**config.mk**
```make
export PLATFORM = sky130hd
export DESIGN_NAME = prio_req_recovery
export DESIGN_NICKNAME = d
export VERILOG_FILES = /design/src/rtl/prio_req_recovery.sv
export SDC_FILE = /design/constraint.sdc
export NUM_CORES = 1
export LEC_CHECK = 0
export BUFFER_PORTS_ARGS = -buffer_cell sky130_fd_sc_hd__buf_2
export CAP_MARGIN = 10
export CORE_AREA = 2 2 39 41
export DETAILED_ROUTE_END_ITERATION = 8
export DIE_AREA = 0 0 41 43
export GPL_ROUTABILITY_DRIVEN = 1
export SETUP_SLACK_MARGIN = 0.3
export SLEW_MARGIN = 20
export SYNTH_ARGS = -nofsm -noshare
export SYNTH_HDL_FRONTEND = slang
export SYNTH_SLANG_ARGS = --single-unit
```
**constraint.sdc**
```tcl
create_clock -name clk -period 2.25 [get_ports clk]
set_input_delay 0.225 -clock clk [delete_from_list [all_inputs] [get_ports clk]]
set_output_delay 0.225 -clock clk [all_outputs]
set_load 0.05 [all_outputs]
```
**src/rtl/prio_req_recovery.sv**
```systemverilog
module prio_req_recovery #(
  parameter int QUIET_CYC = 4,
  parameter int LOCK_GAP  = 2
) (
  input  logic clk,
  input  logic rst_n,
  input  logic bus_init_n,
  input  logic addr_err_n,
  input  logic addr_err_chk_en,
  input  logic local_req,
  input  logic lock_2nd_issued,
  input  logic lock_done,
  output logic pri_req_n
);

  localparam int CW = (QUIET_CYC > 2) ? $clog2(QUIET_CYC) : 1;

  typedef enum logic [1:0] {ST_IDLE, ST_BHOLD, ST_BQUIET, ST_AQUIET} st_e;

  st_e           st;
  logic [CW-1:0] cnt;
  logic          pri_q, lock_q, force_q;
  logic          binit_hit, aerr_hit, in_binit;

  assign in_binit  = (st == ST_BHOLD) || (st == ST_BQUIET);
  assign binit_hit = ~bus_init_n;
  assign aerr_hit  = addr_err_chk_en & ~addr_err_n & ~in_binit;
  assign pri_req_n = ~pri_q;

  always_ff @(posedge clk) begin
    if (!rst_n) begin
      st      <= ST_IDLE;
      cnt     <= '0;
      pri_q   <= 1'b0;
      lock_q  <= 1'b0;
      force_q <= 1'b0;
    end else begin
      if (binit_hit || lock_done) lock_q <= 1'b0;
      else if (lock_2nd_issued)   lock_q <= 1'b1;

      if (binit_hit) begin
        st    <= ST_BHOLD;
        pri_q <= 1'b0;
      end else if (aerr_hit) begin
        st      <= ST_AQUIET;
        pri_q   <= 1'b0;
        force_q <= lock_q;
        cnt     <= lock_q ? CW'(LOCK_GAP - 1) : CW'(QUIET_CYC - 1);
      end else begin
        case (st)
          ST_IDLE: pri_q <= local_req;
          ST_BHOLD: begin
            pri_q <= 1'b0;
            st    <= ST_BQUIET;
            cnt   <= CW'(QUIET_CYC - 1);
          end
          default: begin
            if (cnt == '0) begin
              st    <= ST_IDLE;
              pri_q <= local_req | ((st == ST_AQUIET) & force_q);
            end else begin
              cnt   <= cnt - 1'b1;
              pri_q <= 1'b0;
            end
          end
        endcase
      end
    end
  end

  a_r3_binit_off: assert property (@(posedge clk) disable iff (!rst_n)
    binit_hit |=> !pri_q);

  a_r5_aerr_off: assert property (@(posedge clk) disable iff (!rst_n)
    (aerr_hit && !binit_hit) |=> !pri_q);

  a_r4_quiet_hold: assert property (@(posedge clk) disable iff (!rst_n)
    (st != ST_IDLE) |-> !pri_q);

  a_r9_lock_reassert: assert property (@(posedge clk) disable iff (!rst_n)
    (st == ST_AQUIET && force_q && cnt == '0 && !binit_hit && !aerr_hit) |=> pri_q);

  a_r7_follow_when_off: assert property (@(posedge clk) disable iff (!rst_n)
    (st == ST_IDLE && !binit_hit && !addr_err_chk_en) |=> (pri_q == $past(local_req)));

  a_r10_binit_wins: assert property (@(posedge clk) disable iff (!rst_n)
    (binit_hit && !addr_err_n && addr_err_chk_en) |=> (st == ST_BHOLD));

endmodule

```
==> metrics.txt, run 1 <==
first-pass GRT wire length 1240 µm; period utilization 0.771; CP endpoint kind flop; CP bufs+invs 1; endpoints failing hold 0; outcome complete, no violations; final core occ 0.338; CP cell instances inv_1, ha_1, or3b_1, o21ai_2, a21oi_1, a311oi_1; Max-Cap Viols 0; PortBufs 8; I/O Pins 9; CTS Hold Bufs 0; largest net degree at the start of global routing 8; HP Class in -> reg; vias post-DR 341; Setup Total Neg Slack 0 ns; Mapped Area 387 µm²; initial core utilization 0.279; Antenna Cells 0; Post-Route WL 703 µm; Max-slew headroom 0.842; f_max 576 MHz; worst-margin pin slew 0.236 ns; initial antenna violation count 0; final antenna-violating net count 0; crit-path leading delay family simple AND/OR/NAND/NOR gates; Fill cells 154; count of cell types in the netlist 22; Final Skew 0.000938 ns; Final min period 1.74 ns; chip height 43 µm; ranking of synthesized cells by area dfxtp_1 (36%), ha_1 (13%), inv_1 (7.8%); vias in the first global route 308; RSZ-0062 raised after global routing false; storage element area 140 µm²; DP HPWL 546 µm; post-CTS sizing 0; FP Rows 14; area of the multi-input gates 211 µm²; Die W 41 µm; DRC viols 0; Worst path max stage delay 0.47 ns; Pleak 0.215 nW; layout cell share with drive strength beyond 1 0.224; Final Max Slew Viols 0; Synth Net Count 59; clock sink count 7; routed length per instance 9.50 µm; Worst-Skew Late Latency 0.26 ns; final setup fails 0; detailed-route vias per instance 4.61; Crit-path slowest cell or3b_1; Post-Syn Instances 47; cell chosen for the clock root clkbuf_4; clock-pin slew on the worst setup and hold paths 0.05 ns; clock buffer depth 2; core footprint 1380 µm²; post-CTS setup buffers 0; CP required 2.41 ns; Crit Path Category reg -> reg; area leader, netlist dfxtp_1; CTS tree done; Area growth syn-to-layout 21.0%; critical path peak fanout 7; DIE AREA 1760 µm²; Worst Path Arrival 1.89 ns; Seq/Total Area, Yosys 0.362; DR pass1 iterations 2; Final #Nets 71; CTS buffer count 3; Worst VDD drop 0.263 mV; Synth top area share 0.362; pwr dens 726 nW/µm²; gr ovfl total 0; iteration-0 DRC count of the detailed router 2; most frequent cells in the layout inv_1 (8), buf_2 (8), dfxtp_1 (7), nor2_1 (4), ha_1 (4); CP Launch Type flop; Ys Warns 0; H-tree levels 1; #FFs+latches synth 7; Final GP Congestion 0.732; Avg Cell Area, Syn 8.23 µm²; Overall Global Routing Usage 0.109
==> metrics by stage <==
stage                     setup WS [ns]  hold slack [ns]  cell area (µm²)  cells  total power, mW
after global routing              0.389            0.122              468     74            0.371
after global placement            0.567            0.391              442     70            0.224
final                             0.514            0.123              468     74            0.340
after floorplan                   0.655            0.304              387     47            0.206
after CTS                         0.495            0.119              468     74            0.347
after detailed placement          0.510            0.393              442     70            0.225
==> registers in the layout (all words and copies together) (netlist names) <==
name     flops
pri_q        1
st           2
lock_q       1
cnt          2
force_q      1
==> power by group <==
part	leakage (nW)	switching [mW]	internal (mW)
combinational	0.143	0.0456	0.0357
sequential	0.0574	0.00633	0.135
clock	0.0150	0.0493	0.0679
total	0.215	0.101	0.238
==> synthesized netlist by cell type (all sizes together) <==
cell,instances
or3b,1
o21ai,3
nand2,4
a311oi,1
buf,1
dfxtp,7
nor2b,2
o21bai,1
a21o,1
a31oi,2
or4,1
mux2i,1
ha,4
nor3,2
nor2,4
o32ai,1
a21oi,2
inv,8
nor4,1
==> worst register-to-register path, cell delays in order (launching register included) <==
cell      delay (ns)
dfxtp_1         0.38
inv_1           0.06
ha_1            0.27
or3b_1          0.47
o21ai_2         0.11
a21oi_1         0.08
a311oi_1        0.26
==> layer usage <==
| layer | global-route usage | share of wire |
|---|---|---|
| met5 | 0 | 0 |
| met4 | 0.0600 | 0.030 |
| met3 | 0.0785 | 0.11 |
| met2 | 0.134 | 0.40 |
| met1 | 0.135 | 0.46 |
==> cell type report <==
cell class / count / area share
clock buffer: 4 / 0.0561
inverter: 8 / 0.0642
multi-input combinational: 31 / 0.452
sequential: 7 / 0.299
tap: 16 / 0.0428
timing repair buffer: 8 / 0.0856
==> logic make-up after synthesis <==
group,share of synthesized area
mux,0.0259
compound gates,0.191
fa+ha+maj,0.129
flops,0.362
simple gates,0.201
buf+inv,0.0906
==> final timing paths <==
kind,start,endpoint,slack [ns],cells after the start
setup / recovery,st[0],cnt[0],0.51,6
hold / removal,lock_done,lock_q,0.12,2
setup reg to reg,st[0],cnt[0],0.51,6
hold reg to reg,force_q,force_q,0.51,2
Power figures use the tool's default switching activity.
==> run 2, diff against run 1 <==
- clock period: 2.25 -> 1.7 ns (I/O delays scaled with it)
==> run 2 against run 1 <==
  * Wire length increased by 5.4%
  * Worst setup slack got worse by 0.31 ns
  * Clock skew increased by 0.0022 ns
  * Maximum frequency increased by 16%
  * Die area unchanged
  * First-iteration DRC count increased to 3.5 times the previous value
  * Via count increased by 7.3%
  * Largest power group unchanged
  * Critical path type unchanged
  * Critical path depth unchanged
  * Final cell count increased by 5.4%
==> metrics.txt, run 2 (synthesis results as in run 1) <==
CP required 1.90 ns (-0.51 ns); HP Class in -> reg; CTS tree done; gr ovfl total 0 (unchanged); CTS buffer count 3 (unchanged); detailed-route vias per instance 4.69 (+1.8%); Final #Nets 75 (+5.6%); Overall Global Routing Usage 0.105 (-0.00402); final setup fails 0 (unchanged); most frequent cells in the layout buf_2 (8), inv_1 (6), dfxtp_1 (5), buf_4 (4); Area growth syn-to-layout 35.3%; Die W 41 µm (unchanged); CP endpoint kind flop; clock buffer depth 2 (unchanged); period utilization 0.882 (+0.111); core footprint 1380 µm² (unchanged); FP Rows 14 (unchanged); vias in the first global route 306 (-0.65%); vias post-DR 366 (+7.3%); Max-Cap Viols 0 (unchanged); CP bufs+invs 1 (unchanged); endpoints failing hold 0 (unchanged); Final Max Slew Viols 0 (unchanged); DP HPWL 560 µm (+2.6%); Final GP Congestion 0.739 (+0.93%); cell chosen for the clock root clkbuf_4; outcome complete, no violations; final antenna-violating net count 0 (unchanged); largest net degree at the start of global routing 8 (unchanged); CP cell instances buf_4, ha_1, nor2b_1, or4_1, o21ai_1, a21o_1; R2R Setup Slk 0.20 ns (-0.31 ns); Worst VDD drop 0.278 mV (+5.5%); DIE AREA 1760 µm² (unchanged); crit-path leading delay family simple AND/OR/NAND/NOR gates; DR pass1 iterations 4 (+2); CTS Hold Bufs 0 (unchanged); Cells after DPL 71 (+1.4%); first-pass GRT wire length 1190 µm (-4.0%); layout cell share with drive strength beyond 1 0.387 (+0.163); PortBufs 8 (unchanged); Crit-path slowest cell or4_1; initial antenna violation count 0 (unchanged); Worst Path Arrival 1.70 ns (-0.19 ns); chip height 43 µm (unchanged); Worst-Skew Late Latency 0.25 ns (about the same); final std cells w/o fill 78 (+5.4%); RSZ-0062 raised after global routing true; DRC viols 0 (unchanged); clock sink count 7 (unchanged); Pleak 0.236 nW (+10%); initial core utilization 0.279 (unchanged); Worst path max stage delay 0.47 ns (about the same); Post-Route WL 741 µm (+5.4%); iteration-0 DRC count of the detailed router 7 (+5); WHS 0.0780 ns (-0.0451 ns); most common cell after layout, fill and taps aside buf_2; Antenna Cells 0 (unchanged); Crit Path Category reg -> reg; pwr dens 913 nW/µm² (+26%); routed length per instance 9.50 µm (unchanged); Final min period 1.50 ns (-0.236 ns); clock-pin slew on the worst setup and hold paths 0.05 ns (about the same); Max-slew headroom 0.849 (+0.00678); f_max 667 MHz (+16%); H-tree levels 1 (unchanged); CP Launch Type flop; Final Skew 0.00310 ns (+0.00217 ns); I/O Pins 9 (unchanged); Top Registers cnt x2, st x2; Setup Total Neg Slack 0 ns (unchanged); worst-margin pin slew 0.225 ns (-0.0106 ns); critical path peak fanout 5 (-2)
==> run 2: changes by cell type in the layout (fill, tap and decap cells not counted), moves of 2 or more <==
cell     change
dfxtp_1      -2
inv_1        -2
inv_2        +2
buf_4        +4
dfxtp_2      +2
==> run 2: area by class of cell <==
type                    instances  area (µm²)
clock buffers                   4        26.3
fillers                       158         861
inverters                       8        30.0
multi-input cells              31         234
flip-flops and latches          7         143
well taps                      16        20.0
repair buffers                 12        70.1
==> run 2: per-layer routing <==
metal | vias to the layer above | track usage | part of all wire
li1 | 191 | - | -
met1 | 157 | 0.122 | 0.45
met2 | 14 | 0.144 | 0.45
met3 | 4 | 0.0157 | 0.054
met4 | 0 | 0.120 | 0.042
met5 | - | 0 | 0
==> run 2: through the flow <==
step | area (µm²) | power, mW | utilization | worst slack, ns
floorplan | 402 | 0.278 | - | 0.156
global placement | 458 | 0.304 | 0.331 | 0.0313
CTS | 523 | 0.484 | 0.378 | 0.191
detailed placement | 458 | 0.306 | 0.331 | 0.0148
global route | 523 | 0.517 | 0.378 | 0.135
finish | 523 | 0.477 | 0.378 | 0.200
==> run 2: final timing paths <==
| path | cells after the start | startpoint | end |
|---|---|---|---|
| max | 6 | st[0] | cnt[1] |
| min | 2 | lock_done | lock_q |
| max reg2reg | 6 | st[0] | cnt[1] |
| min reg2reg | 2 | lock_q | lock_q |
==> run 2: timing repair <==
item | CTS | global route
setup buffers | 3 | 0
hold endpoints to repair | 0 | 0
setup endpoints to repair | 6 | 4
pin swaps | 3 | 1
gates resized for setup | 5 | 0
==> run 2: where the power goes <==
| part | internal (mW) | switching, mW | total (mW) |
|---|---|---|---|
| clock | 0.0897 | 0.0628 | 0.152 |
| sequential | 0.179 | 0.00737 | 0.187 |
| combinational | 0.0668 | 0.0714 | 0.138 |
| total | 0.336 | 0.142 | 0.477 |
==> run 2: worst register-to-register path: cells and delay by family (launching register included) <==
| family | cells | cell delay, ns |
|---|---|---|
| DFF | 1 | 0.33 |
| and+or+nand+nor | 2 | 0.57 |
| buffers and inverters | 1 | 0.11 |
| AOI/OAI and AO/OA | 2 | 0.21 |
| adders and majority gates | 1 | 0.23 |
==> run 3, diff against run 2 <==
- REMOVE_ABC_BUFFERS: not set -> 1
==> run 3 against run 2 <==
  * Via count rose by 6.8%
  * Worst setup slack got worse by 0.036 ns
  * Critical path depth did not move
  * Hold slack improved by 0.0016 ns
  * Final area rose by 13%
  * Critical endpoint is now cnt[0]
  * Largest power group unchanged
  * Highest routed layer unchanged
==> metrics.txt, run 3 (synthesis results as in run 1) <==
gr ovfl total 0 (unchanged); clock share of power 0.291 (-0.028); vias post-DR 391 (+6.8%); core footprint 1380 µm² (unchanged); Cells after DPL 72 (+1.4%); Setup Total Neg Slack 0 ns (unchanged); final core occ 0.428 (+0.0497); iteration-0 DRC count of the detailed router 2 (-5); P_int 0.366 mW (+9.0%); routed length per instance 11.1 µm (+16%); PortBufs 8 (unchanged); Combinational Power Share 0.352 (+0.063); Critical Path Start st[1]; Sequential Power Share 0.358 (-0.033); Max-Cap Viols 0 (unchanged); DRC viols 0 (unchanged); first-pass GRT wire length 1280 µm (+8.2%); pre-CTS WS 0.0294 ns (+0.0145 ns); Fill cells 143 (-9.5%); Final min period 1.54 ns (+0.0356 ns); final antenna-violating net count 0 (unchanged); Final #Nets 77 (+2.7%); f_max 651 MHz (-2.3%); Worst-Skew Late Latency 0.25 ns (about the same); DP HPWL 585 µm (+4.4%); most frequent cells in the layout buf_2 (8), buf_4 (6), inv_1 (5), dfxtp_2 (4); RSZ-0062 raised after global routing true; initial core utilization 0.279 (unchanged); period utilization 0.903 (+0.0209); most common cell after layout, fill and taps aside buf_2; pwr dens 898 nW/µm² (-1.6%); CP Launch Type flop; hold depth 2 (unchanged); CTS Hold Bufs 0 (unchanged); storage element area 145 µm² (+1.8%); initial antenna violation count 0 (unchanged); layout cell share with drive strength beyond 1 0.531 (+0.144); I/O Pins 9 (unchanged); critical path peak fanout 7 (+2); Post-Route WL 885 µm (+19%); worst-margin pin slew 0.226 ns (+0.000610 ns); Worst VDD drop 0.224 mV (-19%); HP Class in -> reg; outcome complete, no violations; clock buffer depth 2 (unchanged); area of the multi-input gates 283 µm² (+21%); detailed-route vias per instance 4.89 (+4.2%); DR pass1 iterations 2 (-2); FP Rows 14 (unchanged); endpoints failing hold 0 (unchanged); CTS tree done; Area growth syn-to-layout 53.1%; clock-pin slew on the worst setup and hold paths 0.06 ns (about the same); hold wc startpoint lock_done; Reg2Reg Depth 6 (unchanged); Worst Path Arrival 1.69 ns (about the same); post-placement cell area 457 µm² (-0.27%); WHS 0.0796 ns (+0.00159 ns); Crit Path Category reg -> reg; DIE AREA 1760 µm² (unchanged); Final WS setup 0.164 ns (-0.0356 ns); final instance area 592 µm² (+13%); Max-slew headroom 0.848 (about the same); CP endpoint kind flop; Final GP Congestion 0.715 (-3.2%); Switching Fraction 0.312 (+0.0150); cell chosen for the clock root clkbuf_4; largest net degree at the start of global routing 8 (unchanged); Die W 41 µm (unchanged); H-tree levels 1 (unchanged); chip height 43 µm (unchanged); vias in the first global route 323 (+5.6%); final setup fails 0 (unchanged); r2r startpoint st[1]; final std cells w/o fill 80 (+2.6%); Top Registers cnt x2, st x2; Final Skew 0.00299 ns (-0.000116 ns); Antenna Cells 0 (unchanged); Psw 0.166 mW (+17%); total chip power 0.531 mW (+11%); CTS buffer count 3 (unchanged); Pleak 0.260 nW (+9.8%); Final Max Slew Viols 0 (unchanged); Overall Global Routing Usage 0.111 (+0.00591); clock sink count 7 (unchanged); CP required 1.85 ns (-0.05 ns)
run 3: metal layers:
metal | track usage | wire, µm | vias up | share of wire
met4 | 0.100 | 12 | 0 | 0.014
met3 | 0.0314 | 34 | 2 | 0.038
li1 | - | - | 195 | -
met5 | 0 | 0 | - | 0
met1 | 0.122 | 387 | 185 | 0.44
met2 | 0.163 | 451 | 9 | 0.51
run 3: final cells by class:
cell class / instances / share of cell area
inverter: 8 / 0.0550
sequential: 7 / 0.245
tap: 16 / 0.0338
clock buffer: 4 / 0.0444
multi-input combinational: 31 / 0.478
timing repair buffer: 14 / 0.144
run 3: power by group through the flow:
| stage | combinational [mW] | sequential [mW] | clock (mW) |
|---|---|---|---|
| 2_1_floorplan | 0.0836 | 0.188 | 0 |
| 3_3_place_gp | 0.118 | 0.188 | 0 |
| 3_5_place_dp | 0.117 | 0.189 | 0 |
| 4_1_cts | 0.136 | 0.186 | 0.157 |
| 5_1_grt | 0.207 | 0.192 | 0.173 |
| 6_report | 0.187 | 0.190 | 0.155 |
run 3: final timing paths:
kind	to	slack [ns]
min reg2reg	lock_q	0.52
max	cnt[0]	0.16
min	lock_q	0.08
max reg2reg	cnt[0]	0.16
run 3: timing repair:
item	in CTS	in global routing
pin swaps	5	6
gates resized for setup	7	14
setup buffers	1	3
setup endpoints to repair	5	4
run 3: critical path, stage by stage (launching register included):
cell,delay [ns]
dfxtp_2,0.35
inv_4,0.05
ha_4,0.20
or3b_4,0.44
o21ai_4,0.10
a21oi_2,0.08
a311oi_1,0.23
